[src/rtl/burst_pwr_pkg.sv]
package burst_pwr_pkg;

    typedef enum logic [1:0] {
        SEQ_IDLE     = 2'd0,
        SEQ_WAIT_REF = 2'd1,
        SEQ_WAIT_BUS = 2'd2,
        SEQ_DOZE     = 2'd3
    } doze_seq_e;

    localparam int unsigned MODE_EN_BIT   = 0;
    localparam int unsigned MODE_DOZE_BIT = 1;
    localparam logic        ADDR_MODE     = 1'b0;
    localparam logic        ADDR_WIDTH    = 1'b1;

endpackage

[src/rtl/ref_edge_det.sv]
module ref_edge_det #(
    parameter int unsigned SYNC_STAGES = 2
) (
    input  logic clk_i,
    input  logic rst_ni,
    input  logic ref_i,
    output logic tick_o
);
    localparam int unsigned DEPTH = SYNC_STAGES + 1;

    typedef struct packed {
        logic [DEPTH-1:0] shreg;
    } edge_state_t;

    edge_state_t st_d, st_q;

    always_comb begin
        st_d       = st_q;
        st_d.shreg = {st_q.shreg[DEPTH-2:0], ref_i};
        tick_o     = st_q.shreg[SYNC_STAGES-1] & ~st_q.shreg[SYNC_STAGES];
    end

    always_ff @(posedge clk_i) begin
        if (!rst_ni) st_q <= '0;
        else         st_q <= st_d;
    end


    single_tick_chk: assert property (@(posedge clk_i) disable iff (!rst_ni)
        tick_o |=> !tick_o);

endmodule

[src/rtl/burst_slot_ctr.sv]
module burst_slot_ctr #(
    parameter int unsigned WIDTH_W = 5
) (
    input  logic               clk_i,
    input  logic               rst_ni,
    input  logic               active_i,
    input  logic               tick_i,
    input  logic [WIDTH_W-1:0] width_i,
    output logic [WIDTH_W-1:0] slot_d_o,
    output logic [WIDTH_W-1:0] cur_width_d_o,
    output logic               period_start_o
);
    localparam int unsigned    NUM_SLOTS = (1 << WIDTH_W) - 1;
    localparam logic [WIDTH_W-1:0] LAST_SLOT = WIDTH_W'(NUM_SLOTS - 1);

    typedef struct packed {
        logic [WIDTH_W-1:0] slot;
        logic [WIDTH_W-1:0] cur_width;
    } slot_state_t;

    slot_state_t st_d, st_q;
    logic        wrap;

    always_comb begin
        st_d = st_q;
        wrap = active_i && tick_i && (st_q.slot == LAST_SLOT);
        if (!active_i) begin
            st_d.slot      = '0;
            st_d.cur_width = width_i;
        end else if (tick_i) begin
            if (wrap) begin
                st_d.slot      = '0;
                st_d.cur_width = width_i;
            end else begin
                st_d.slot = st_q.slot + 1'b1;
            end
        end
        slot_d_o       = st_d.slot;
        cur_width_d_o  = st_d.cur_width;
        period_start_o = wrap;
    end

    always_ff @(posedge clk_i) begin
        if (!rst_ni) begin
            st_q.slot      <= '0;
            st_q.cur_width <= '1;
        end else begin
            st_q <= st_d;
        end
    end


    slot_range_chk: assert property (@(posedge clk_i) disable iff (!rst_ni)
        st_q.slot <= LAST_SLOT);


    width_hold_chk: assert property (@(posedge clk_i) disable iff (!rst_ni)
        (active_i && !wrap) |=> $stable(st_q.cur_width));

endmodule

[src/rtl/doze_seq.sv]
module doze_seq
    import burst_pwr_pkg::*;
(
    input  logic clk_i,
    input  logic rst_ni,
    input  logic active_d_i,
    input  logic arm_i,
    input  logic wake_i,
    input  logic tick_i,
    input  logic bus_done_i,
    input  logic period_start_i,
    output logic doze_d_o
);
    typedef struct packed {
        doze_seq_e seq;
    } seq_state_t;

    seq_state_t st_d, st_q;

    always_comb begin
        st_d = st_q;
        if (wake_i || !active_d_i) begin
            st_d.seq = SEQ_IDLE;
        end else if (arm_i) begin
            st_d.seq = SEQ_WAIT_REF;
        end else begin
            unique case (st_q.seq)
                SEQ_WAIT_REF: if (tick_i)         st_d.seq = SEQ_WAIT_BUS;
                SEQ_WAIT_BUS: if (bus_done_i)     st_d.seq = SEQ_DOZE;
                SEQ_DOZE:     if (period_start_i) st_d.seq = SEQ_IDLE;
                default:                          st_d.seq = st_q.seq;
            endcase
        end
        doze_d_o = (st_d.seq == SEQ_DOZE);
    end

    always_ff @(posedge clk_i) begin
        if (!rst_ni) st_q.seq <= SEQ_IDLE;
        else         st_q <= st_d;
    end


    doze_entry_chk: assert property (@(posedge clk_i) disable iff (!rst_ni)
        $rose(st_q.seq == SEQ_DOZE) |-> $past(st_q.seq == SEQ_WAIT_BUS && bus_done_i));


    doze_exit_chk: assert property (@(posedge clk_i) disable iff (!rst_ni)
        (st_q.seq == SEQ_DOZE && !wake_i && active_d_i && !arm_i && !period_start_i)
        |=> st_q.seq == SEQ_DOZE);

endmodule

[src/rtl/cpu_burst_pwr_ctrl.sv]
module cpu_burst_pwr_ctrl
    import burst_pwr_pkg::*;
#(
    parameter int unsigned WIDTH_W     = 5,
    parameter int unsigned SYNC_STAGES = 2
) (
    input  logic               clk_i,
    input  logic               rst_ni,
    input  logic               ref_clk_i,
    input  logic               bus_done_i,
    input  logic               wake_i,
    input  logic               reg_we_i,
    input  logic               reg_addr_i,
    input  logic [WIDTH_W-1:0] reg_wdata_i,
    output logic [WIDTH_W-1:0] reg_rdata_o,
    output logic               cpu_clk_en_o
);
    typedef struct packed {
        logic               en;
        logic               doze;
        logic [WIDTH_W-1:0] width;
        logic               clk_en;
    } ctrl_state_t;

    ctrl_state_t        st_d, st_q;
    logic               tick;
    logic               active_q, active_d;
    logic               arm;
    logic               doze_d;
    logic               period_start;
    logic [WIDTH_W-1:0] slot_d, cur_width_d;

    ref_edge_det #(.SYNC_STAGES(SYNC_STAGES)) i_edge (
        .clk_i (clk_i),
        .rst_ni(rst_ni),
        .ref_i (ref_clk_i),
        .tick_o(tick)
    );

    burst_slot_ctr #(.WIDTH_W(WIDTH_W)) i_slots (
        .clk_i         (clk_i),
        .rst_ni        (rst_ni),
        .active_i      (active_q),
        .tick_i        (tick),
        .width_i       (st_q.width),
        .slot_d_o      (slot_d),
        .cur_width_d_o (cur_width_d),
        .period_start_o(period_start)
    );

    doze_seq i_doze (
        .clk_i         (clk_i),
        .rst_ni        (rst_ni),
        .active_d_i    (active_d),
        .arm_i         (arm),
        .wake_i        (wake_i),
        .tick_i        (tick),
        .bus_done_i    (bus_done_i),
        .period_start_i(period_start),
        .doze_d_o      (doze_d)
    );

    always_comb begin
        st_d = st_q;
        if (reg_we_i && reg_addr_i == ADDR_WIDTH) begin
            st_d.width = reg_wdata_i;
        end
        if (reg_we_i && reg_addr_i == ADDR_MODE) begin
            st_d.en   = reg_wdata_i[MODE_EN_BIT];
            st_d.doze = reg_wdata_i[MODE_DOZE_BIT];
        end
        if (wake_i) begin
            st_d.en   = 1'b0;
            st_d.doze = 1'b0;
        end
        active_q = st_q.en | st_q.doze;
        active_d = st_d.en | st_d.doze;
        arm      = reg_we_i && (reg_addr_i == ADDR_MODE)
                   && reg_wdata_i[MODE_DOZE_BIT] && !wake_i;
        if (!active_d)    st_d.clk_en = 1'b1;
        else if (doze_d)  st_d.clk_en = 1'b0;
        else              st_d.clk_en = (slot_d < cur_width_d);
    end

    always_comb begin
        reg_rdata_o = '0;
        if (reg_addr_i == ADDR_WIDTH) begin
            reg_rdata_o = st_q.width;
        end else begin
            reg_rdata_o[MODE_EN_BIT]   = st_q.en;
            reg_rdata_o[MODE_DOZE_BIT] = st_q.doze;
        end
    end

    assign cpu_clk_en_o = st_q.clk_en;

    always_ff @(posedge clk_i) begin
        if (!rst_ni) begin
            st_q.en     <= 1'b0;
            st_q.doze   <= 1'b0;
            st_q.width  <= '1;
            st_q.clk_en <= 1'b1;
        end else begin
            st_q <= st_d;
        end
    end


    wake_clk_on_chk: assert property (@(posedge clk_i) disable iff (!rst_ni)
        wake_i |=> cpu_clk_en_o);


    wake_clears_mode_chk: assert property (@(posedge clk_i) disable iff (!rst_ni)
        wake_i |=> (!st_q.en && !st_q.doze));


    wake_keeps_width_chk: assert property (@(posedge clk_i) disable iff (!rst_ni)
        (wake_i && !(reg_we_i && reg_addr_i == ADDR_WIDTH)) |=> $stable(st_q.width));


    idle_full_clk_chk: assert property (@(posedge clk_i) disable iff (!rst_ni)
        !active_q |-> cpu_clk_en_o);

endmodule

[config.mk]
export PLATFORM = sky130hd
export DESIGN_NAME = cpu_burst_pwr_ctrl
export DESIGN_NICKNAME = d
export VERILOG_FILES = /design/src/rtl/burst_pwr_pkg.sv /design/src/rtl/ref_edge_det.sv /design/src/rtl/burst_slot_ctr.sv /design/src/rtl/doze_seq.sv /design/src/rtl/cpu_burst_pwr_ctrl.sv
export SDC_FILE = /design/constraint.sdc
export NUM_CORES = 1
export LEC_CHECK = 0
export BUFFER_PORTS_ARGS = -buffer_cell sky130_fd_sc_hd__buf_2
export CAP_MARGIN = 0
export CELL_PAD_IN_SITES_DETAIL_PLACEMENT = 0
export CELL_PAD_IN_SITES_GLOBAL_PLACEMENT = 1
export CORE_ASPECT_RATIO = 1.25
export CORE_MARGIN = 2
export CORE_UTILIZATION = 45
export CTS_BUF_LIST = sky130_fd_sc_hd__clkbuf_2
export DETAILED_ROUTE_END_ITERATION = 12
export PLACE_DENSITY = 0.94
export SLEW_MARGIN = 5
export SYNTH_ARGS = -nofsm -noshare
export SYNTH_HDL_FRONTEND = slang
export SYNTH_SLANG_ARGS = --single-unit
[constraint.sdc]
create_clock -name clk_i -period 4.6 [get_ports clk_i]
set_input_delay 0.46 -clock clk_i [delete_from_list [all_inputs] [get_ports clk_i]]
set_output_delay 0.46 -clock clk_i [all_outputs]
set_load 0.05 [all_outputs]
==> reports/summary.json <==
{
  "status": {
    "run_status": "completed"
  },
  "clock_network": {
    "cts_tree": "built",
    "maximum_clock_path_buffer_count": 2,
    "clock_latency_ns": 0.32,
    "cts_max_level": 1,
    "cts_made_buffers": 3,
    "cts_resized": 0,
    "cts.reportedPaths.clkPinSlew_ns": 0.21,
    "clock-root-buffer": "clkbuf_2",
    "hold_bufs_inserted_after_cts": 0,
    "post-cts-setup-buffers": 0,
    "cts.sink_count": 23
  },
  "timing": {
    "timing.fmax_ghz": 0.415,
    "slew_limit_fails": 0,
    "hold_viol": 0,
    "report.final.setup_viol": 0,
    "timing.max_slew.rel_slack_pct": 65.5,
    "timing.final.crit_share_pct": 52.3,
    "min_period_ns": 2.41,
    "timing_worst_slew_pin_value_ns": 0.516,
    "post_route_skew_ns": 0.0162,
    "grt_setup_unrepaired": "no",
    "final.setup.tns_ns": 0
  },
  "yosys": {
    "post_synth_num_cell_types": 34,
    "synth-warning-count": 0,
    "synth.yosys.seq_area_share_pct": 41.2,
    "synth.cell_area_um2": 1120,
    "ys_ff_latch": 23,
    "post_synth.cell_area_avg_um2": 9.01,
    "synthesis.instances": 124,
    "synth_nets": 142
  },
  "global_routing": {
    "grt_pass1_wl_um": 3680,
    "antenna_found_initial": 0,
    "pin_count_of_the_biggest_net_entering_global_routing": 16,
    "grt_remaining_overflow": 0,
    "track_usage_pct": 16.3,
    "first_global_vias": 859
  },
  "floorplanning": {
    "die_area_um2": 2900,
    "core_area_um2": 2400,
    "fp.dieW_um": 48.6,
    "placement_rows": 20,
    "initial_core_util_pct": 46.5,
    "die_y_um": 59.7,
    "top_level_ports": 18
  },
  "worst_hold_path": {
    "holdCritPathClass": "in2reg",
    "timing.hold.worst.start": "ref_clk_i"
  },
  "layout": {
    "drive_above_1_share_pct": 22.5,
    "stdcell_count": 175,
    "syn_to_final_growth_pct": 11.4,
    "layout.cells.most_common_list": "dfxtp_1, nand2_1, buf_2",
    "layout.core_utilization_pct": 51.8,
    "fillerInstances": 254,
    "ant_cells": 0,
    "nNetsFinal": 161,
    "final_common_cell": "dfxtp_1"
  },
  "worst_setup_path": {
    "path_max_fanout": 8,
    "required_ns": 4.84,
    "beginning_of_the_worst_register_to_register_path": "i_edge.st_q[1]",
    "critical_path_class": "reg2reg",
    "crit_path_start": "i_edge.st_q[1]",
    "worstSetupStartpointType": "flip-flop",
    "timing.critical_path.to_type": "flip-flop",
    "worstPathArrival_ns": 2.65
  },
  "placement": {
    "place_inst": 171,
    "gpl.final_weighted_congestion": 0.845,
    "io_buffer_count": 17,
    "place.detailed.hpwl_um": 1680
  },
  "power_and_ir_drop": {
    "total_leakage_power_nw": 0.541,
    "clkPwrFrac_pct": 23.5,
    "netSwitchingPower_w": 0.0000942,
    "power.density_cell_area_nw_per_um2": 276,
    "cell_internal_pwr_w": 0.000249,
    "p_seq_share_pct": 61.3,
    "combPwrFrac_pct": 15.2,
    "switching_share_pct": 27.5,
    "vdd_ir_drop_max_uv": 177
  },
  "routing": {
    "detailedRoute.firstPassIterationCount": 4,
    "wirelength_um": 2080,
    "drt-vias-per-instance": 5.06,
    "detailroute.via_count": 886,
    "antenna_left": 0,
    "detail_route.iter0.violations": 26,
    "avgRoutedWirePerCell_um": 11.9,
    "drc": 0
  },
  "flow_run": {
    "drv_cap": 0
  }
}
power groups by stage:
stage	Clock [W]	Combinational (W)	Sequential [W]
after floorplan	0	0.0000396	0.000213
after global placement	0	0.0000515	0.000214
after detailed placement	0	0.0000524	0.000214
after CTS	0.0000830	0.0000528	0.000210
after global routing	0.0000946	0.0000580	0.000211
final	0.0000805	0.0000523	0.000210
cells in the mapped netlist:
master,instances,share of area [%]
a21oi_1,3,1.3
and2_1,5,2.8
nor2b_2,1,0.78
o21bai_1,1,0.67
clkbuf_1,2,0.67
inv_1,2,0.67
xor2_1,3,2.4
o221ai_2,1,1.3
mux2i_1,6,5.4
and3_1,1,0.56
a31oi_1,1,0.56
dfxtp_1,23,41
and2_2,4,2.7
nand4b_1,1,0.78
buf_6,1,1.0
a2111o_1,1,1.0
nor2_1,14,4.7
a211o_1,1,0.78
o22ai_2,1,1.1
mux2_2,2,2.0
nor2b_1,1,0.56
o2111a_1,1,1.0
a311oi_1,1,0.78
or3b_2,1,0.78
nand2b_1,3,1.7
o21ai_0,3,1.3
nand3_1,5,2.2
ha_1,6,6.7
xnor2_1,1,0.78
mux2_4,1,1.3
nand2_1,22,7.4
nand4_1,2,1.1
nand3b_1,2,1.3
nor3_1,1,0.45
layout make-up:
type / instances / area [um2] / share of cell area (%)
sequential: 23 / 460 / 37.0
tap: 33 / 41.3 / 3.32
timing repair buffer: 17 / 85.1 / 6.83
inverter: 2 / 7.51 / 0.603
multi-input combinational: 96 / 631 / 50.7
clock buffer: 4 / 20.0 / 1.61
path summary, 6_finish.rpt:
check                                 endpoint  slack (ns)  cells after the start
worst max-delay path              cpu_clk_en_o        2.19                      9
worst min register to register  i_edge.st_q[1]        0.47                      1
worst min-delay path            i_edge.st_q[0]        0.32                      2
worst max register to register    cpu_clk_en_o        2.19                      9
metrics by stage:
| stage | hold WS (ns) | cell area, um2 | setup WS (ns) | power [W] |
|---|---|---|---|---|
| 2_1_floorplan | 0.412 | 1120 | 2.66 | 0.000252 |
| 3_3_place_gp | 0.417 | 1220 | 2.28 | 0.000266 |
| 3_5_place_dp | 0.425 | 1220 | 2.21 | 0.000267 |
| 4_1_cts | 0.314 | 1240 | 2.18 | 0.000346 |
| 5_1_grt | 0.283 | 1240 | 1.90 | 0.000364 |
| 6_report | 0.319 | 1240 | 2.19 | 0.000343 |
critical path, stage by stage, from the launching register on:
cell	delay (ns)
dfxtp_1	0.38
nor2b_1	0.45
and3_1	0.26
nand2_1	0.07
xor2_1	0.21
nor2_1	0.08
ha_1	0.33
nand4_1	0.13
a311oi_1	0.32
o21bai_1	0.10
state kept, by name, summed over array words and instances (netlist names):
signal	count
st_q	7
cpu_clk_en_o	1
i_slots.st_q	10
i_doze.st_q	2
i_edge.st_q	3
per-layer routing:
layer	global-route usage, %	vias to the layer above	routed length [um]
met5	0	-	0
met3	3.00	4	51
met4	6.12	0	33
met2	28.2	14	1020
li1	-	462	-
met1	20.6	406	968
cells by family (layout without fill, tap and decap cells):
kind of cell    after synthesis  after routing  synth area share (%)
mux                           9              9                  8.73
simple gates                 63             63                  27.9
xor+xnor                      4              4                  3.14
compound gates               14             14                  9.97
fa+ha+maj                     6              6                  6.72
buf+inv                       5             23                  2.35
flops                        23             23                  41.2
Power figures use the tool's default switching activity.
